===== config.mk =====
export PLATFORM = sky130hd
export DESIGN_NAME = uart_rx_errstat
export DESIGN_NICKNAME = d
export VERILOG_FILES = /design/src/rtl/uart_rx_errstat_pkg.sv /design/src/rtl/rxs_flag_cell.sv /design/src/rtl/rxs_break_gate.sv /design/src/rtl/rxs_busy_track.sv /design/src/rtl/uart_rx_errstat.sv
export SDC_FILE = /design/constraint.sdc
export NUM_CORES = 1
export LEC_CHECK = 0
export BUFFER_PORTS_ARGS = -buffer_cell sky130_fd_sc_hd__buf_2
export CAP_MARGIN = 10
export CORE_MARGIN = 2
export CORE_UTILIZATION = 32
export DETAILED_ROUTE_END_ITERATION = 16
export HOLD_SLACK_MARGIN = 0.08
export PLACE_DENSITY_LB_ADDON = 0.2
export SYNTH_ARGS = -nofsm -noshare
export SYNTH_HDL_FRONTEND = slang
export SYNTH_SLANG_ARGS = --single-unit

===== constraint.sdc =====
create_clock -name clk -period 1.4 [get_ports clk]
set_clock_uncertainty 0.1 [all_clocks]
set_input_delay 0.28 -clock clk [delete_from_list [all_inputs] [get_ports clk]]
set_output_delay 0.28 -clock clk [all_outputs]
set_load 0.005 [all_outputs]

===== src/rtl/uart_rx_errstat_pkg.sv =====
// Shared bit positions for the receive status bytes.
package uart_rx_errstat_pkg;
    localparam int S1_PAR    = 0;
    localparam int S1_FRM    = 1;
    localparam int S1_NOI    = 2;
    localparam int S1_FULL   = 3;
    localparam int S1_NFLAGS = 4;
    localparam int S2_BUSY   = 0;
    localparam int S2_BRK    = 1;
    localparam int S2_NBITS  = 2;
endpackage


===== src/rtl/rxs_flag_cell.sv =====
// One sticky status flag that clears in two steps.
// A status read while the flag is set arms it. A later data read clears it.
// A set event has priority over everything and drops the arm.
// Assumes read strobes and events are single-cycle pulses.
module rxs_flag_cell (
    input  logic clk,
    input  logic rst_n,
    input  logic set_i,
    input  logic rd_stat_i,
    input  logic rd_data_i,
    output logic flag_o
);
    logic flag_q;
    logic armed_q;

    // Set wins, then clear on an armed data read, then arm on a status read.
    always_ff @(posedge clk) begin
        if (!rst_n) begin
            flag_q  <= 1'b0;
            armed_q <= 1'b0;
        end else if (set_i) begin
            flag_q  <= 1'b1;
            armed_q <= 1'b0;
        end else if (rd_data_i && armed_q) begin
            flag_q  <= 1'b0;
            armed_q <= 1'b0;
        end else if (rd_stat_i && flag_q) begin
            armed_q <= 1'b1;
        end
    end

    assign flag_o = flag_q;

    assert_set_wins_R7: assert property (@(posedge clk) disable iff (!rst_n)
        set_i |=> flag_o);

    assert_clear_needs_read_R5: assert property (@(posedge clk) disable iff (!rst_n)
        ($past(rst_n) && $fell(flag_o)) |-> ($past(rd_data_i) && !$past(set_i)));
endmodule


===== src/rtl/rxs_break_gate.sv =====
// Accepts a break pulse only when the line has been idle-high since the
// last accepted break. Ready is 1 out of reset.
module rxs_break_gate (
    input  logic clk,
    input  logic rst_n,
    input  logic brk_ev_i,
    input  logic rx_line_i,
    output logic brk_acc_o
);
    logic ready_q;

    assign brk_acc_o = brk_ev_i && ready_q;

    // Close on acceptance, reopen when the line is sampled high.
    always_ff @(posedge clk) begin
        if (!rst_n)
            ready_q <= 1'b1;
        else if (brk_acc_o)
            ready_q <= 1'b0;
        else if (rx_line_i)
            ready_q <= 1'b1;
    end

    assert_break_once_R11: assert property (@(posedge clk) disable iff (!rst_n)
        brk_acc_o |=> !brk_acc_o);
endmodule


===== src/rtl/rxs_busy_track.sv =====
// Reception-in-progress flag: a start sets it, an end clears it, start wins.
module rxs_busy_track (
    input  logic clk,
    input  logic rst_n,
    input  logic start_i,
    input  logic end_i,
    output logic busy_o
);
    logic busy_q;

    // Start has priority over frame end or false start.
    always_ff @(posedge clk) begin
        if (!rst_n)
            busy_q <= 1'b0;
        else if (start_i)
            busy_q <= 1'b1;
        else if (end_i)
            busy_q <= 1'b0;
    end

    assign busy_o = busy_q;

    assert_start_sets_R12: assert property (@(posedge clk) disable iff (!rst_n)
        start_i |=> busy_o);

    assert_end_clears_R12: assert property (@(posedge clk) disable iff (!rst_n)
        (end_i && !start_i) |=> !busy_o);
endmodule


===== src/rtl/uart_rx_errstat.sv =====
// Receive status flag unit: latches shifter events into two status bytes,
// gates interrupts with their enables and handles break acceptance.
// Assumes all event and read inputs are single-cycle pulses in clk domain.
module uart_rx_errstat
    import uart_rx_errstat_pkg::*;
#(
    parameter int STAT_W = 8
) (
    input  logic              clk,
    input  logic              rst_n,
    input  logic              ev_noise_i,
    input  logic              ev_stop_zero_i,
    input  logic              ev_parity_i,
    input  logic              ev_break_i,
    input  logic              ev_frame_done_i,
    input  logic              ev_start_i,
    input  logic              ev_false_start_i,
    input  logic              rx_line_i,
    input  logic              rd_stat1_i,
    input  logic              rd_stat2_i,
    input  logic              rd_data_i,
    input  logic              nine_bit_mode_i,
    input  logic              ien_noise_i,
    input  logic              ien_frame_i,
    input  logic              ien_parity_i,
    output logic [STAT_W-1:0] stat1_o,
    output logic [STAT_W-1:0] stat2_o,
    output logic              irq_noise_o,
    output logic              irq_frame_o,
    output logic              irq_parity_o,
    output logic              clr_bit9_o
);
    localparam int PAD1 = STAT_W - S1_NFLAGS;
    localparam int PAD2 = STAT_W - S2_NBITS;

    logic                  brk_acc;
    logic                  brk_flag;
    logic                  busy;
    logic [S1_NFLAGS-1:0]  set_v;
    logic [S1_NFLAGS-1:0]  flags1;

    rxs_break_gate u_brk (
        .clk       (clk),
        .rst_n     (rst_n),
        .brk_ev_i  (ev_break_i),
        .rx_line_i (rx_line_i),
        .brk_acc_o (brk_acc)
    );

    // Route shifter events (and an accepted break) to the status-1 flags.
    always_comb begin
        set_v          = '0;
        set_v[S1_PAR]  = ev_parity_i;
        set_v[S1_FRM]  = ev_stop_zero_i || brk_acc;
        set_v[S1_NOI]  = ev_noise_i;
        set_v[S1_FULL] = ev_frame_done_i || brk_acc;
    end

    for (genvar g = 0; g < S1_NFLAGS; g++) begin : g_s1
        rxs_flag_cell u_cell (
            .clk       (clk),
            .rst_n     (rst_n),
            .set_i     (set_v[g]),
            .rd_stat_i (rd_stat1_i),
            .rd_data_i (rd_data_i),
            .flag_o    (flags1[g])
        );
    end

    rxs_flag_cell u_brk_cell (
        .clk       (clk),
        .rst_n     (rst_n),
        .set_i     (brk_acc),
        .rd_stat_i (rd_stat2_i),
        .rd_data_i (rd_data_i),
        .flag_o    (brk_flag)
    );

    rxs_busy_track u_busy (
        .clk     (clk),
        .rst_n   (rst_n),
        .start_i (ev_start_i),
        .end_i   (ev_frame_done_i || ev_false_start_i),
        .busy_o  (busy)
    );

    assign stat1_o = {{PAD1{1'b0}}, flags1};
    assign stat2_o = {{PAD2{1'b0}}, brk_flag, busy};

    assign irq_noise_o  = flags1[S1_NOI] && ien_noise_i;
    assign irq_frame_o  = flags1[S1_FRM] && ien_frame_i;
    assign irq_parity_o = flags1[S1_PAR] && ien_parity_i;
    assign clr_bit9_o   = brk_acc && nine_bit_mode_i;

    assert_break_side_flags_R8: assert property (@(posedge clk) disable iff (!rst_n)
        $rose(stat2_o[S2_BRK]) |-> (stat1_o[S1_FRM] && stat1_o[S1_FULL]));
endmodule


==> summary by stage <==
Route
The mean number of vias per cell is 4.25. The wire length per cell after detailed routing is a little over 9 um. The final routed wirelength across all metal layers is 1.08 mm. The total via count after detailed routing is 497.

In this run the remaining antenna-violating nets after routing total 0. In the routed design, unresolved DRC markers number 0. The first detailed-routing pass ran for 4 iterations.

In this run, the number of DRC markers left after iteration 0 of detailed routing was 7.

Global routing
The number of antenna violations at the first check in global routing is 0. The wire length of the first global-routing pass is 1.95 mm. The number of global-route vias before repair came to about 460. Global routing used 10.4% of the available tracks. Entering global routing, the biggest net connects 11 pins. The global route total overflow is 0.

Synthesis
The synthesized instance count is 67. After synthesis the cells add up to about 650 um^2. The synthesized design spends more area on one cell type than any other, namely sky130_fd_sc_hd__dfxtp_1. Summing the areas of all compound-gate instances in the mapped netlist gives 22.9% of the synthesized area. The mean area per synthesized cell is between 9 and 10 um^2. The sequential fraction of the synthesis area is between 30% and 40%. Of the total synthesized cell area, the portion taken by full adders, half adders and majority gates is 0%. Ranked by total cell area, the synthesized netlist is headed by sky130_fd_sc_hd__dfxtp_1 37%, sky130_fd_sc_hd__buf_4 18%, sky130_fd_sc_hd__a21boi_0 5.8%. The count of synthesis-stage warnings from yosys is 0. Of the total synthesized cell area, the portion taken by XOR and XNOR cells is 0%. Counting instances in the post-synthesis netlist gives the leading cell types as 16 x sky130_fd_sc_hd__buf_4, 12 x sky130_fd_sc_hd__dfxtp_1, 5 x sky130_fd_sc_hd__a21boi_0, 5 x sky130_fd_sc_hd__nand2b_1, 5 x sky130_fd_sc_hd__nand3b_1. The proportion of netlist area held by the largest area contributor is 36.9%. In the synthesized netlist the dominant register cell turns out to be sky130_fd_sc_hd__dfxtp_1.

By instance count, the leading cell after synthesis is sky130_fd_sc_hd__buf_4. In this run, synthesis produced a sequential element count of 12. The async set-reset flop share out of synthesis is 0%. The simple-gate area share of the yosys netlist is 19.4%. The main combinational cell family by area after synthesis is compound AO/OA/AOI/OAI gates. The number of distinct standard cells referenced by the synthesized netlist is 18. The synthesized design contains 0 enable-type register cells. The mux contribution to synthesized area is 0%.

Placement
During placement, the flow inserted port buffers numbering 26. The setup slack at placement is 0.262 ns. The final RePlAce weighted congestion is slightly below 0.7. Once detailed placement completed, the half-perimeter wirelength came to 845 um.

Cells and area
After the last flow step, the layout net total stands at 108. From synthesis to final layout, the design area changed by 17.3%. The fraction of final layout cells with drive strength greater than 1 is 38.9%. The repair_antennas step left the layout with diodes totalling 0.

STA
After layout, the worst path uses 90.8% of the clock period. Setup repair after global routing left no endpoint under its margin. The fmax is 787 MHz.

The count of final max-slew check failures is 0. The setup violation total in the final timing report is 0. After routing, the total negative slack on setup checks comes to 0 ns. The setup slack after layout is 0.129 ns. The minimum clock period after layout is 1.27 ns. The number of hold-slack violations in the final timing report is 0.

Die
The die is roughly 49 um tall. The starting utilization of the core area is about a third. The floorplan step defined a die boundary enclosing 2410 um^2. 37 I/O pins were placed. After floorplanning, the core was divided into 16 placement rows. The core box area is around 1900 um^2.

The die is 49.1 um wide.

Critical path
The critical path is of the reg2out type. Among all stages on the critical path, the largest delay is contributed by sky130_fd_sc_hd__dfxtp_1. The arrival time at the worst endpoint is 0.89 ns.

The startpoint kind of the worst setup timing path is a flop. Counting both buffers and inverters, the worst setup path holds a total of 1. STA classifies the critical path endpoint as an output port. Data on the critical path is required at its endpoint by about 1.0 ns. For this run, the slowest stage of the critical path takes about 0.37 ns.

The top fanout value on the critical path is 4. The critical path goes through and3_1, buf_2. Grouping stages by cell kind, the critical path spends the most delay in flip-flops.

Pwr
The combinational share of power is ~14%. The internal power of the cells totals 579 uW. VDD sags by at most between 0.5 and 0.6 mV. Sequential cells account for between 40% and 50% of the total power. The clock power share is 35.9%. The power density over the cells is 986 nW/um^2.

The switching component of the power is 173 uW. The static power due to leakage is 0.344 nW. The fraction of power spent switching nets is between 20 and 25%.

Flow run
The reported max-cap violation count is 0.

Clocking
The longest clock path from root to sink contains 2 buffers. In this run the number of H-tree levels came out at 1. The post-cts sizing count is 0. The clock root buffer master is sky130_fd_sc_hd__clkbuf_4. The clock sink count is 12.

The clock tree from TritonCTS is yes. The later pin in the worst-skew pair is clocked with a latency of 0.27 ns. The number of buffers created by CTS is 3. Clock-pin slew was measured on the worst setup and hold paths at approximately 0.070 ns.

Outcome
The run finished with clean final reports.

Hold path
The path category of the worst min-delay check is in2reg.
metrics by stage:
stage	hold slack (ns)	std cells	util [%]	total power, mW	area (um^2)
final	0.104	117	39.3	0.753	763
after detailed placement	0.368	112	36.9	0.490	717
after global placement	0.355	112	36.9	0.489	717
after floorplan	0.245	76	-	0.475	684
after CTS	0.0989	117	39.3	0.766	763
after global routing	0.110	117	39.3	0.792	763
layout make-up:
cell class	instances	area (um^2)
multi-input cells	47	313
clock buffers	4	36.3
fillers	207	1180
repair buffers	27	140
well taps	27	33.8
flip-flops and latches	12	240
worst reg2reg max path, cell delays in order (launching register included):
cell and delay, ns:
sky130_fd_sc_hd__dfxtp_1 0.34, sky130_fd_sc_hd__and2_1 0.19, sky130_fd_sc_hd__o31a_2 0.33
logic make-up (layout without fill, tap and decap cells):
group           after synthesis  after routing
other cells                   1             10
simple gates                 19             19
flops                        12             12
buf+inv                      17             31
compound gates               18             18
power groups by stage:
| stage | registers (mW) | logic [mW] | clock network [mW] |
|---|---|---|---|
| finish | 0.373 | 0.109 | 0.270 |
| global route | 0.377 | 0.125 | 0.291 |
| CTS | 0.373 | 0.111 | 0.281 |
| detailed placement | 0.381 | 0.109 | 0 |
| global placement | 0.380 | 0.108 | 0 |
| floorplan | 0.378 | 0.0969 | 0 |
flip-flops by register name, summed over array words and instances (netlist names):
register and cells:
u_brk_cell.armed_q 1, g_s1.u_cell.armed_q 4, u_brk_cell.flag_o 1, u_busy.busy_o 1, u_brk.ready_q 1, g_s1.u_cell.flag_o 4
per-layer routing:
metal | vias up | track usage (%) | routed length [um]
met4 | 0 | 7.14 | 14
li1 | 249 | - | -
met5 | - | 0 | 0
met2 | 21 | 16.9 | 503
met1 | 225 | 12.5 | 495
met3 | 2 | 1.84 | 68
final timing paths:
| check | slack (ns) | cells past startpoint | startpoint | endpoint |
|---|---|---|---|---|
| worst max-delay path | 0.13 | 2 | u_brk.ready_q$_SDFFE_PN1P_ | clr_bit9_o |
| worst min-delay path | 0.10 | 2 | ev_frame_done_i | g_s1[3].u_cell.armed_q$_SDFFE_PP0P_ |
| worst max register to register | 0.34 | 2 | u_brk.ready_q$_SDFFE_PN1P_ | g_s1[3].u_cell.flag_o$_SDFFE_PN0P_ |
| worst min register to register | 0.38 | 2 | g_s1[2].u_cell.armed_q$_SDFFE_PP0P_ | g_s1[2].u_cell.armed_q$_SDFFE_PP0P_ |
repair_timing:
action	in CTS	in global routing
hold endpoints to repair	1	0
hold buffers	1	0
setup buffers	0	0
cells in the final DEF, fill, tap and decap left out, drive strengths merged:
master	n
a211oi	2
a21bo	1
a21boi	5
a21oi	3
and2	4
and3	1
buf	26
clkbuf	4
conb	10
dfxtp	12
dlygate4sd3	1
nand2b	5
nand3b	5
nor2	1
nor3b	1
o21a	4
o21ai	1
o31a	2
or2b	2
(Power assumes the default switching activity.)
